### config.mk
export PLATFORM = sky130hd
export DESIGN_NAME = fault_monitor
export DESIGN_NICKNAME = d
export VERILOG_FILES = /design/src/rtl/fm_pkg.sv /design/src/rtl/fm_step_gen.sv /design/src/rtl/fm_class_qual.sv /design/src/rtl/fault_monitor.sv
export SDC_FILE = /design/constraint.sdc
export NUM_CORES = 1
export LEC_CHECK = 0
export BUFFER_PORTS_ARGS = -buffer_cell sky130_fd_sc_hd__buf_2
export CAP_MARGIN = 15
export CORE_AREA = 4 4 86 88
export CTS_CLUSTER_SIZE = 10
export DETAILED_ROUTE_END_ITERATION = 16
export DIE_AREA = 0 0 90 92
export PLACE_DENSITY_LB_ADDON = 0.05
export SKIP_CTS_REPAIR_TIMING = 1
export SLEW_MARGIN = 0
export SYNTH_ARGS = -nofsm -noshare
export SYNTH_HDL_FRONTEND = slang
export SYNTH_SLANG_ARGS = --single-unit
### constraint.sdc
create_clock -name clk -period 3.1 [get_ports clk]
set_input_delay 0.31 -clock clk [delete_from_list [all_inputs] [get_ports clk]]
set_output_delay 0.31 -clock clk [all_outputs]
set_load 0.01 [all_outputs]
### src/rtl/fm_pkg.sv
// Package: shared class indices for the fault monitor.
// Assumes three fault classes, in a fixed bit order used by status and clear.
package fm_pkg;
    localparam int NUM_CLS = 3;
    localparam int CLS_OV  = 0;
    localparam int CLS_UV  = 1;
    localparam int CLS_OT  = 2;
    typedef logic [NUM_CLS-1:0] cls_vec_t;
endpackage

### src/rtl/fm_step_gen.sv
// Free-running step generator: emits a fine tick every FINE_CYCLES clocks
// and a coarse tick on every COARSE_MULT-th fine tick.
// Assumes FINE_CYCLES >= 2 and COARSE_MULT >= 2.
module fm_step_gen #(
    parameter int FINE_CYCLES = 100,
    parameter int COARSE_MULT = 10
) (
    input  logic clk,
    input  logic rst_n,
    output logic tick_fine,
    output logic tick_coarse
);
    localparam int PRE_W = $clog2(FINE_CYCLES);
    localparam int CC_W  = $clog2(COARSE_MULT);
    localparam logic [PRE_W-1:0] PRE_LAST = PRE_W'(FINE_CYCLES - 1);
    localparam logic [CC_W-1:0]  CC_LAST  = CC_W'(COARSE_MULT - 1);

    logic [PRE_W-1:0] pre_q;
    logic [CC_W-1:0]  cc_q;

    assign tick_fine   = (pre_q == PRE_LAST);
    assign tick_coarse = tick_fine && (cc_q == CC_LAST);

    // Prescaler and coarse divider counters.
    always_ff @(posedge clk) begin
        if (!rst_n) begin
            pre_q <= '0;
            cc_q  <= '0;
        end else begin
            pre_q <= tick_fine ? '0 : pre_q + 1'b1;
            if (tick_fine) cc_q <= (cc_q == CC_LAST) ? '0 : cc_q + 1'b1;
        end
    end
endmodule

### src/rtl/fm_class_qual.sv
// One fault class: counts steps while the class is active and latches a flag
// on expiry; clears on a write-one strobe. A delay of 0 makes the flag
// transparent (registered copy of activity, clears ignored).
// Assumes src is already the OR of the class's comparator outputs.
module fm_class_qual #(
    parameter int DLY_W = 8
) (
    input  logic             clk,
    input  logic             rst_n,
    input  logic             src,
    input  logic [DLY_W-1:0] delay,
    input  logic             coarse,
    input  logic             tick_fine,
    input  logic             tick_coarse,
    input  logic             clr,
    output logic             flag
);
    logic             enabled;
    logic             step_tick;
    logic             expire;
    logic [DLY_W-1:0] cnt_q;
    logic [DLY_W:0]   cnt_next;
    logic             seen_q;

    // Step selection and expiry detection.
    always_comb begin
        enabled   = (delay != '0);
        step_tick = coarse ? tick_coarse : tick_fine;
        cnt_next  = {1'b0, cnt_q} + 1'b1;
        expire    = enabled && src && !flag && step_tick && (cnt_next >= {1'b0, delay});
    end

    // Flag latch and step counter; expiry takes priority over clear.
    always_ff @(posedge clk) begin
        if (!rst_n) begin
            flag  <= 1'b0;
            cnt_q <= '0;
        end else if (!enabled) begin
            flag  <= src;
            cnt_q <= '0;
        end else begin
            if (expire)   flag <= 1'b1;
            else if (clr) flag <= 1'b0;
            if (!src || expire)        cnt_q <= '0;
            else if (!flag && step_tick) cnt_q <= cnt_next[DLY_W-1:0];
        end
    end

    // Marks that one edge out of reset has passed, for history-based checks.
    always_ff @(posedge clk) begin
        if (!rst_n) seen_q <= 1'b0;
        else        seen_q <= 1'b1;
    end


    latch_hold_chk: assert property (@(posedge clk) disable iff (!rst_n)
        (flag && !clr && enabled) |=> flag);


    clear_drop_chk: assert property (@(posedge clk) disable iff (!rst_n)
        (clr && !expire && enabled) |=> !flag);


    set_wins_chk: assert property (@(posedge clk) disable iff (!rst_n)
        expire |=> flag);


    transparent_follow_chk: assert property (@(posedge clk) disable iff (!rst_n)
        (seen_q && $past(delay) == '0) |-> (flag == $past(src)));


    no_idle_rise_chk: assert property (@(posedge clk) disable iff (!rst_n)
        (seen_q && $rose(flag)) |-> $past(src));
endmodule

### src/rtl/fault_monitor.sv
// Top: three qualified fault classes, summary bits and stacked output pins.
// Assumes comparator outputs are synchronous to clk; clear strobe is one
// write cycle with a bit mask in status bit order.
module fault_monitor #(
    parameter int NUM_CELLS   = 6,
    parameter int NUM_TEMPS   = 2,
    parameter int DLY_W       = 8,
    parameter int FINE_CYCLES = 100,
    parameter int COARSE_MULT = 10
) (
    input  logic                 clk,
    input  logic                 rst_n,
    input  logic [NUM_CELLS-1:0] ov_src,
    input  logic [NUM_CELLS-1:0] uv_src,
    input  logic [NUM_TEMPS-1:0] ot_src,
    input  logic [DLY_W-1:0]     ov_delay,
    input  logic                 ov_coarse,
    input  logic [DLY_W-1:0]     uv_delay,
    input  logic                 uv_coarse,
    input  logic [DLY_W-1:0]     ot_delay,
    input  logic                 ot_coarse,
    input  logic                 clr_wr,
    input  logic [2:0]           clr_data,
    input  logic                 fault_above,
    input  logic                 alert_above,
    output logic [2:0]           status,
    output logic                 fault_sum,
    output logic                 alert_sum,
    output logic                 fault_pin,
    output logic                 alert_pin
);
    import fm_pkg::*;

    logic tick_fine, tick_coarse;
    cls_vec_t                      cls_src, cls_coarse, cls_clr, cls_flag;
    logic [NUM_CLS-1:0][DLY_W-1:0] cls_delay;

    // Per-class source activity, configuration and clear routing.
    always_comb begin
        cls_src[CLS_OV]    = |ov_src;
        cls_src[CLS_UV]    = |uv_src;
        cls_src[CLS_OT]    = |ot_src;
        cls_delay[CLS_OV]  = ov_delay;
        cls_delay[CLS_UV]  = uv_delay;
        cls_delay[CLS_OT]  = ot_delay;
        cls_coarse[CLS_OV] = ov_coarse;
        cls_coarse[CLS_UV] = uv_coarse;
        cls_coarse[CLS_OT] = ot_coarse;
        cls_clr            = clr_wr ? clr_data : '0;
    end

    fm_step_gen #(
        .FINE_CYCLES(FINE_CYCLES),
        .COARSE_MULT(COARSE_MULT)
    ) u_steps (
        .clk        (clk),
        .rst_n      (rst_n),
        .tick_fine  (tick_fine),
        .tick_coarse(tick_coarse)
    );

    for (genvar c = 0; c < NUM_CLS; c++) begin : g_cls
        fm_class_qual #(.DLY_W(DLY_W)) u_qual (
            .clk        (clk),
            .rst_n      (rst_n),
            .src        (cls_src[c]),
            .delay      (cls_delay[c]),
            .coarse     (cls_coarse[c]),
            .tick_fine  (tick_fine),
            .tick_coarse(tick_coarse),
            .clr        (cls_clr[c]),
            .flag       (cls_flag[c])
        );
    end

    // Status, summary and stacked pin outputs.
    always_comb begin
        status    = cls_flag;
        fault_sum = cls_flag[CLS_OV] | cls_flag[CLS_UV];
        alert_sum = cls_flag[CLS_OT];
        fault_pin = fault_sum | fault_above;
        alert_pin = alert_sum | alert_above;
    end


    reset_quiet_chk: assert property (@(posedge clk)
        !rst_n |=> (status == '0));
endmodule

==> results of run 1 <==
==> power breakdown <==
part           switching [W]  total [W]  internal [W]
registers         0.00000294   0.000494      0.000491
logic              0.0000428  0.0000835     0.0000407
clock network       0.000176   0.000327      0.000151
total               0.000221   0.000904      0.000683
==> sequential cells by signal, summed over array words and instances (netlist names) <==
| name | count |
|---|---|
| g_cls.u_qual.flag | 3 |
| u_steps.cc_q | 4 |
| u_steps.pre_q | 7 |
| g_cls.u_qual.cnt_q | 24 |
==> layer usage <==
| metal | global-route usage (%) | routed length, um | up-vias |
|---|---|---|---|
| met5 | 0 | 0 | - |
| met4 | 4.59 | 94 | 0 |
| met3 | 3.77 | 283 | 11 |
| met2 | 26.0 | 2940 | 49 |
| met1 | 20.6 | 2990 | 1158 |
| li1 | - | - | 1369 |
==> cells in the final DEF, fill, tap and decap left out, drive strengths merged, types with 2 or more instances in the layout <==
cell and instances:
o21a 2, xor2 13, a21o 2, a211oi 7
a211o 2, ha 28, nand2b 3, o31a 3
clkbuf 5, nand3 20, a31oi 3, clkinv 2
nand4 18, or2 8, nor3 10, a21boi 3
and3 10, a32oi 5, nand4bb 2, nand2 31
dfxtp 38, buf 58, a21oi 22, and2 7
o21ai 9, or4 2, nand4b 4, or3 2
nor4 4, inv 22, xnor2 12, nor2b 8
nor2 23
==> worst max-delay path, delay by kind of cell (launching register included) <==
family | cells | cell delay, ns
and+or+nand+nor | 6 | 1.31
adders and majority gates | 1 | 0.28
AOI/OAI and AO/OA | 3 | 0.68
DFF | 1 | 0.38
buffers and inverters | 1 | 0.16
==> worst paths after layout <==
path / start / to / slack, ns / depth (start not counted)
max: g_cls[1].u_qual.cnt_q[1]$_SDFFE_PP0P_ / g_cls[1].u_qual.cnt_q[0]$_SDFFE_PP0P_ / 0.22 / 11
min: rst_n / g_cls[1].u_qual.flag$_SDFFE_PN0P_ / 0.37 / 2
max reg2reg: g_cls[1].u_qual.cnt_q[1]$_SDFFE_PP0P_ / g_cls[1].u_qual.cnt_q[0]$_SDFFE_PP0P_ / 0.22 / 11
min reg2reg: u_steps.pre_q[0]$_SDFF_PP0_ / u_steps.pre_q[0]$_SDFF_PP0_ / 0.45 / 1
==> cells by family after synthesis <==
group,share of synthesized area [%]
xor gates and xnor gates,7.84
buffers and inverters,4.70
muxes,0.358
DFF,27.2
adders and majority gates,12.5
and+or+nand+nor,31.2
AOI/OAI and AO/OA,16.2
==> per-stage QoR <==
step | power [W] | utilization (%) | setup WS (ns)
finish | 0.000904 | 48.7 | 0.217
global route | 0.000957 | 48.7 | 0.0160
CTS | 0.000918 | 48.7 | 0.164
detailed placement | 0.000591 | 47.5 | 0.197
global placement | 0.000589 | 47.5 | 0.203
floorplan | 0.000544 | - | 0.216
==> final cells by class <==
cell class,instances,area (um^2)
Fill cell,672,3410
Multi-Input combinational cell,276,1900
Sequential cell,38,763
Timing Repair Buffer,58,310
Tap cell,80,100
Inverter,22,82.6
Clock buffer,5,68.8
Clock inverter,2,10.0
==> flow_metrics.py, run 1 <==
metrics = {
    "timing": {
        "finalCritPeriodShare_pct": 93.0,
        "setup_tns_ns": 0,
        "fmax_mhz": 347,
        "hold_violations": 0,
        "maxSlewHeadroom_pct": 56.6,
        "period_needed_ns": 2.88,
        "setup_violations": 0,
        "tightestPinTransition_ns": 0.651,
        "grt_setup_unrepaired": "false",
        "whs_ns": 0.367,
        "maxSlewViolCount": 0,
        "fin_skew_ns": 0.00773,
    },
    "setup_path": {
        "cpMaxStageDelayCell": "or3_1",
        "worst_setup_path_start_kind": "flip-flop",
        "endpoint_kind": "flip-flop",
        "crit_arrival_ns": 3.10,
        "crit_required_ns": 3.32,
        "cp_cell_sequence": "nand3_1 > or3_1 > and2_1 > or2_2 > ha_1 > and3_1 > a221oi_1 > o31a_1 > buf_12 > nand4b_1 > a21oi_1",
        "path_class": "flip-flop to flip-flop",
        "worst-path-max-fanout": 13,
        "critPathMaxStageDelay_ns": 0.40,
    },
    "synthesis": {
        "seq_area_frac_synth_pct": 27.2,
        "synth_most_common_cell": "dfxtp_1",
        "syn-num-nets": 423,
        "ys_warn_count": 0,
        "synth.cell_area_um2": 2790,
        "async_flop_share_pct": 0,
        "synth_flop_cell": "dfxtp_1",
        "synth_top_area_share_pct": 27.2,
        "synthTopCellsByCount": "38 x dfxtp_1, 31 x nand2_1, 28 x ha_1",
        "synth_edf_count": 0,
        "netlist_top_cells_area": "dfxtp_1 27%, ha_1 13%, nand2_1 4.2%, xor2_1 4.1%, nand4_1 4.0%",
        "ys_ff_latch": 38,
        "synth.distinct_cells": 49,
        "syn_area_per_cell_um2": 8.07,
        "netlist_instances": 346,
        "synth_area_leader_cell": "dfxtp_1",
    },
    "cells_and_area": {
        "stdcell_count": 481,
        "fin_area_um2": 3240,
        "drive_gt1_share_pct": 20.0,
        "n_antenna_cell": 0,
        "area_growth_pct": 15.9,
        "final_nets": 478,
    },
    "detailed_routing": {
        "antenna_left": 0,
        "wl_mm": 6.31,
        "drt_iter0_drc": 125,
        "dr_total_vias": 2587,
        "wl_per_cell_um": 13.1,
        "drc": 0,
        "first_pass_iters": 4,
        "vias_per_cell": 5.38,
    },
    "floorplan": {
        "fp.dieW_um": 90,
        "row_count": 30,
        "core_area_um2": 6640,
        "die_h_um": 92,
        "pin_count": 56,
        "start_util_pct": 42.1,
        "die_area_um2": 8280,
    },
    "clock_network": {
        "cts_max_path_buffers": 2,
        "numCtsBuffers": 5,
        "htreeDepth": 2,
        "clock-sinks": 38,
        "cts_tree": "built",
        "clock_latency_ns": 0.29,
        "root_buffer": "clkbuf_8",
        "path_clk_slew_ns": 0.08,
    },
    "power_and_ir_drop": {
        "power_density_nw_per_um2": 279,
        "ir_worst_vdd_mv": 0.200,
        "power.leakage_nw": 1.46,
    },
    "global_route": {
        "grt_usage_pct": 15.8,
        "grt_pass1_wl_mm": 10.9,
        "antenna_found_initial": 0,
        "grt_max_degree": 15,
        "grt_pass1_vias": 2489,
        "grt_overflow_total": 0,
    },
    "hold_path": {
        "hp-class": "input pin to flip-flop",
    },
    "placed_design": {
        "dp_cells": 474,
        "place.gp.congestion": 0.813,
        "dp_hpwl_mm": 4.90,
        "portBuffers": 55,
        "dpl_cell_area_um2": 3160,
    },
    "status": {
        "status": "completed",
    },
    "job": {
        "maxCapViolCount": 0,
    },
}
No activity file was read; power rests on OpenSTA's default activity.
==> run 2: changes to the inputs <==
CAP_MARGIN = unset   (was 15)
PLACE_DENSITY = 0.66   (was unset)
PLACE_DENSITY_LB_ADDON = unset   (was 0.05)
==> flow_metrics.py, run 2 (synthesis results as in run 1) <==
metrics = {
    "setup_path": {
        "rrSetupSlack_ns": 0.24,
        "endpoint_kind": "flip-flop",
        "crit_arrival_ns": 3.04,
        "worst_setup_path_start_kind": "flip-flop",
        "crit_required_ns": 3.27,
        "path_class": "flip-flop to flip-flop",
        "worst-path-max-fanout": 9,
    },
    "cells_and_area": {
        "drive_gt1_share_pct": 20.8,
        "final_cell_mix": "55 x buf_2, 35 x dfxtp_1, 31 x nand2_1",
        "final_nets": 479,
        "regMostFlops": "g_cls.u_qual.cnt_q",
        "largest_reg_flops": 24,
        "stdcell_count": 483,
        "nFillCells": 635,
        "final_util_pct": 49.7,
        "area_growth_pct": 18.1,
        "n_antenna_cell": 0,
        "final_common_cell": "buf_2",
        "top_regs": "g_cls.u_qual.cnt_q (24), u_steps.pre_q (7), u_steps.cc_q (4)",
    },
    "global_route": {
        "grt_pass1_wl_mm": 11.1,
        "grt_usage_pct": 15.9,
        "grt_pass1_vias": 2541,
        "grt_max_degree": 15,
        "grt_overflow_total": 0,
        "antenna_found_initial": 0,
    },
    "floorplan": {
        "die_area_um2": 8280,
        "start_util_pct": 42.1,
        "fp.dieW_um": 90,
        "core_area_um2": 6640,
        "pin_count": 56,
        "die_h_um": 92,
        "row_count": 30,
    },
    "timing": {
        "finalCritPeriodShare_pct": 92.3,
        "tightestPinTransition_ns": 0.676,
        "grt_setup_unrepaired": "false",
        "maxSlewHeadroom_pct": 54.9,
        "whs_ns": 0.371,
        "fmax_mhz": 350,
        "hold_violations": 0,
        "fin_skew_ns": 0.00469,
        "setup_violations": 0,
        "period_needed_ns": 2.86,
        "setup_tns_ns": 0,
        "maxSlewViolCount": 0,
    },
    "power_and_ir_drop": {
        "power.leakage_nw": 1.48,
        "ir_worst_vdd_mv": 0.207,
        "power_density_nw_per_um2": 329,
    },
    "clock_network": {
        "cts_max_path_buffers": 2,
        "clock-sinks": 38,
        "htreeDepth": 2,
        "numCtsBuffers": 5,
        "root_buffer": "clkbuf_8",
        "cts_tree": "built",
        "clock_latency_ns": 0.29,
        "path_clk_slew_ns": 0.08,
    },
    "detailed_routing": {
        "first_pass_iters": 6,
        "wl_mm": 6.51,
        "antenna_left": 0,
        "wl_per_cell_um": 13.5,
        "vias_per_cell": 5.44,
        "dr_total_vias": 2628,
        "drc": 0,
        "drt_iter0_drc": 74,
    },
    "status": {
        "status": "completed",
    },
    "placed_design": {
        "dp_cells": 475,
        "place.gp.congestion": 0.800,
        "portBuffers": 55,
        "dp_hpwl_mm": 5.16,
    },
    "hold_path": {
        "hp-class": "input pin to flip-flop",
    },
    "job": {
        "maxCapViolCount": 0,
    },
}
-- run 2: worst max-delay path, cell delays in order (launching register included) --
cell and delay [ns]:
dfxtp_1 0.38, ha_1 0.26, nand3_1 0.21, o21a_1 0.24, or2_2 0.30, ha_1 0.29, and3_1 0.17, nand4_1 0.33
buf_4 0.29, a32oi_1 0.19, a21oi_1 0.08
-- run 2: path summary, 6_finish.rpt --
kind                                      endpoint                             startpoint  depth (start not counted)
max          g_cls[1].u_qual.cnt_q[3]$_SDFFE_PP0P_  g_cls[1].u_qual.cnt_q[1]$_SDFFE_PP0P_                         10
min              g_cls[1].u_qual.flag$_SDFFE_PN0P_                                  rst_n                          2
min reg2reg            u_steps.pre_q[0]$_SDFF_PP0_            u_steps.pre_q[0]$_SDFF_PP0_                          1
max reg2reg  g_cls[1].u_qual.cnt_q[3]$_SDFFE_PP0P_  g_cls[1].u_qual.cnt_q[1]$_SDFFE_PP0P_                         10
-- run 2: report_power, final --
group | switching, W | total (W) | leakage (nW) | internal, W
Clock | 0.000183 | 0.000506 | 0.0683 | 0.000322
Sequential | 0.00000290 | 0.000493 | 0.308 | 0.000490
Combinational | 0.0000452 | 0.0000862 | 1.11 | 0.0000410
Total | 0.000232 | 0.00109 | 1.48 | 0.000853
-- run 2: area by class of cell --
class	instances	area, um^2	area share [%]
clock buffer	5	68.8	2.09
clock inverter	3	68.8	2.09
inverter	22	82.6	2.50
multi-input combinational	276	1910	57.8
sequential	38	767	23.2
tap	80	100	3.03
timing repair buffer	59	305	9.25
-- run 2: routing by layer --
metal / part of all wire, % / up-vias / track usage (%) / wire length [um]
li1: - / 1370 / - / -
met1: 47 / 1200 / 19.8 / 3080
met2: 46 / 45 / 26.8 / 3020
met3: 4.1 / 13 / 3.28 / 266
met4: 2.2 / 0 / 6.12 / 141
met5: 0 / - / 0 / 0
-- run 2: metrics by stage --
step	area (um^2)	total power [W]	setup WS [ns]
final	3300	0.00109	0.239
after global routing	3300	0.00113	0.0193
after CTS	3290	0.00110	0.173
after detailed placement	3150	0.000592	0.190
after global placement	3150	0.000590	0.268
after floorplan	2790	0.000544	0.216
==> run 3: changes to the inputs <==
CORE_AREA = 10 10 86 88   (was 4 4 86 88)
DIE_AREA = 0 0 96 98   (was 0 0 90 92)
PLACE_DENSITY = 0.75   (was 0.66)
SKIP_LAST_GASP = 1   (was unset)
==> flow_metrics.py, run 3 (synthesis results as in run 1) <==
metrics = {
    "timing": {
        "maxSlewHeadroom_pct": 58.6,
        "hold_violations": 0,
        "tightestPinTransition_ns": 0.622,
        "grt_setup_unrepaired": "false",
        "setup_tns_ns": 0,
        "fmax_mhz": 345,
        "fin_skew_ns": 0.00905,
        "maxSlewViolCount": 0,
        "fin_ws_ns": 0.202,
        "finalCritPeriodShare_pct": 93.5,
        "setup_violations": 0,
        "period_needed_ns": 2.90,
    },
    "global_route": {
        "grt_usage_pct": 13.8,
        "antenna_found_initial": 0,
        "grt_overflow_total": 0,
        "grt_max_degree": 15,
        "grt_pass1_wl_mm": 10.9,
        "grt_pass1_vias": 2547,
    },
    "power_and_ir_drop": {
        "power.leakage_nw": 1.49,
        "combPwrFrac_pct": 7.8,
        "clkPwrFrac_pct": 46.6,
        "power_density_nw_per_um2": 329,
        "p_int_w": 0.000855,
        "ir_worst_vdd_mv": 0.237,
        "power_frac_seq_pct": 45.6,
        "swShare_pct": 21.2,
        "p_sw_w": 0.000229,
    },
    "cells_and_area": {
        "n_antenna_cell": 0,
        "final_common_cell": "buf_2",
        "largest_reg_flops": 24,
        "final_cell_mix": "55 x buf_2, 35 x dfxtp_1, 31 x nand2_1",
        "final_nets": 479,
        "drive_gt1_share_pct": 20.8,
        "top_regs": "g_cls.u_qual.cnt_q (24), u_steps.pre_q (7), u_steps.cc_q (4)",
        "nFillCells": 544,
        "area_growth_pct": 17.8,
        "regMostFlops": "g_cls.u_qual.cnt_q",
    },
    "job": {
        "maxCapViolCount": 0,
    },
    "setup_path": {
        "path_class": "flip-flop to flip-flop",
        "critPathMaxStageDelay_ns": 0.40,
        "cp_num_buf_inv": 1,
        "cp-startpoint": "g_cls[1].u_qual.cnt_q[2]$_SDFFE_PP0P_",
        "cp_top_family": "simple AND/OR/NAND/NOR gates",
        "cpMaxStageDelayCell": "or3_1",
        "endpoint_kind": "flip-flop",
        "crit_required_ns": 3.32,
        "cp_cell_sequence": "nand3_1 > or3_1 > and2_1 > or2_2 > ha_1 > and3_1 > a221oi_2 > o31a_1 > buf_4 > nand4_1 > a21oi_1",
        "worstReg2RegEnd": "g_cls[1].u_qual.cnt_q[3]$_SDFFE_PP0P_",
        "crit_end": "g_cls[1].u_qual.cnt_q[3]$_SDFFE_PP0P_",
        "path_depth": 11,
        "rrSetupSlack_ns": 0.20,
        "regToRegStartpoint": "g_cls[1].u_qual.cnt_q[2]$_SDFFE_PP0P_",
        "rr_worst_depth": 11,
        "worst-path-max-fanout": 7,
        "worst_setup_path_start_kind": "flip-flop",
        "crit_arrival_ns": 3.12,
    },
    "clock_network": {
        "numCtsBuffers": 5,
        "root_buffer": "clkbuf_8",
        "htreeDepth": 2,
        "cts_max_path_buffers": 2,
        "path_clk_slew_ns": 0.08,
        "cts_tree": "built",
        "clock_latency_ns": 0.29,
        "clock-sinks": 38,
    },
    "hold_path": {
        "hp-class": "input pin to flip-flop",
    },
    "placed_design": {
        "dpl_worst_slack_ns": 0.137,
        "place.gp.congestion": 0.852,
        "dp_hpwl_mm": 5.24,
        "portBuffers": 55,
    },
    "detailed_routing": {
        "antenna_left": 0,
        "wl_mm": 6.52,
        "drt_iter0_drc": 95,
        "vias_per_cell": 5.57,
        "first_pass_iters": 4,
        "drc": 0,
        "dr_total_vias": 2663,
        "wl_per_cell_um": 13.6,
    },
    "floorplan": {
        "pin_count": 56,
        "die_h_um": 98,
        "die_area_um2": 9410,
        "fp.dieW_um": 96,
        "row_count": 28,
        "core_area_um2": 5750,
        "start_util_pct": 48.6,
    },
    "status": {
        "status": "completed",
    },
}
## run 3: cell counts in the layout (fill, tap and decap cells not counted)
No cell type changed its count.
## run 3: how the worst min path moves through the flow
stage	startpoint	endpoint	slack (ns)	depth (start not counted)
final	rst_n	g_cls[1].u_qual.flag$_SDFFE_PN0P_	0.36	2
after global routing	rst_n	g_cls[1].u_qual.flag$_SDFFE_PN0P_	0.36	2
after CTS	rst_n	g_cls[1].u_qual.flag$_SDFFE_PN0P_	0.36	2
after detailed placement	u_steps.pre_q[0]$_SDFF_PP0_	u_steps.pre_q[0]$_SDFF_PP0_	0.43	1
after global placement	u_steps.pre_q[0]$_SDFF_PP0_	u_steps.pre_q[0]$_SDFF_PP0_	0.43	1
after floorplan	u_steps.pre_q[0]$_SDFF_PP0_	u_steps.pre_q[0]$_SDFF_PP0_	0.41	1
## run 3: cell type report
| class | count | area, um^2 | area share, % |
|---|---|---|---|
| multi-input combinational | 276 | 1910 | 58.0 |
| sequential | 38 | 764 | 23.2 |
| timing repair buffer | 59 | 305 | 9.27 |
| tap | 75 | 93.8 | 2.85 |
| inverter | 22 | 82.6 | 2.51 |
| clock buffer | 5 | 68.8 | 2.09 |
| clock inverter | 3 | 68.8 | 2.09 |
## run 3: metal layers
layer	vias up	share of wire (%)	GRT usage, %
met1	1232	45	16.9
li1	1370	-	-
met5	-	0	0
met3	4	5.6	4.36
met4	0	0.61	3.41
met2	57	49	22.5
## run 3: worst reg2reg max path, delay by kind of cell, from the launching register on
family          cells  cell delay [ns]
simple gates        6             1.31
compound gates      3             0.65
fa+ha+maj           1             0.30
flops               1             0.38
buf+inv             1             0.17
## run 3: power groups by stage
| stage | clock [W] | combinational, W | sequential [W] |
|---|---|---|---|
| floorplan | 0 | 0.0000396 | 0.000505 |
| global placement | 0 | 0.0000822 | 0.000505 |
| detailed placement | 0 | 0.0000852 | 0.000505 |
| CTS | 0.000518 | 0.0000856 | 0.000494 |
| global route | 0.000544 | 0.0000987 | 0.000495 |
| finish | 0.000505 | 0.0000851 | 0.000494 |
## run 3: stage by stage
| step | total power (W) | cells | hold slack (ns) | area, um^2 | utilization, % |
|---|---|---|---|---|---|
| 2_1_floorplan | 0.000544 | 346 | 0.413 | 2790 | - |
| 3_5_place_dp | 0.000591 | 470 | 0.434 | 3140 | 54.7 |
| 4_1_cts | 0.00110 | 478 | 0.358 | 3280 | 57.1 |
| 5_1_grt | 0.00114 | 478 | 0.363 | 3290 | 57.3 |
| 3_3_place_gp | 0.000588 | 470 | 0.428 | 3140 | 54.7 |
| 6_report | 0.00108 | 478 | 0.362 | 3290 | 57.3 |
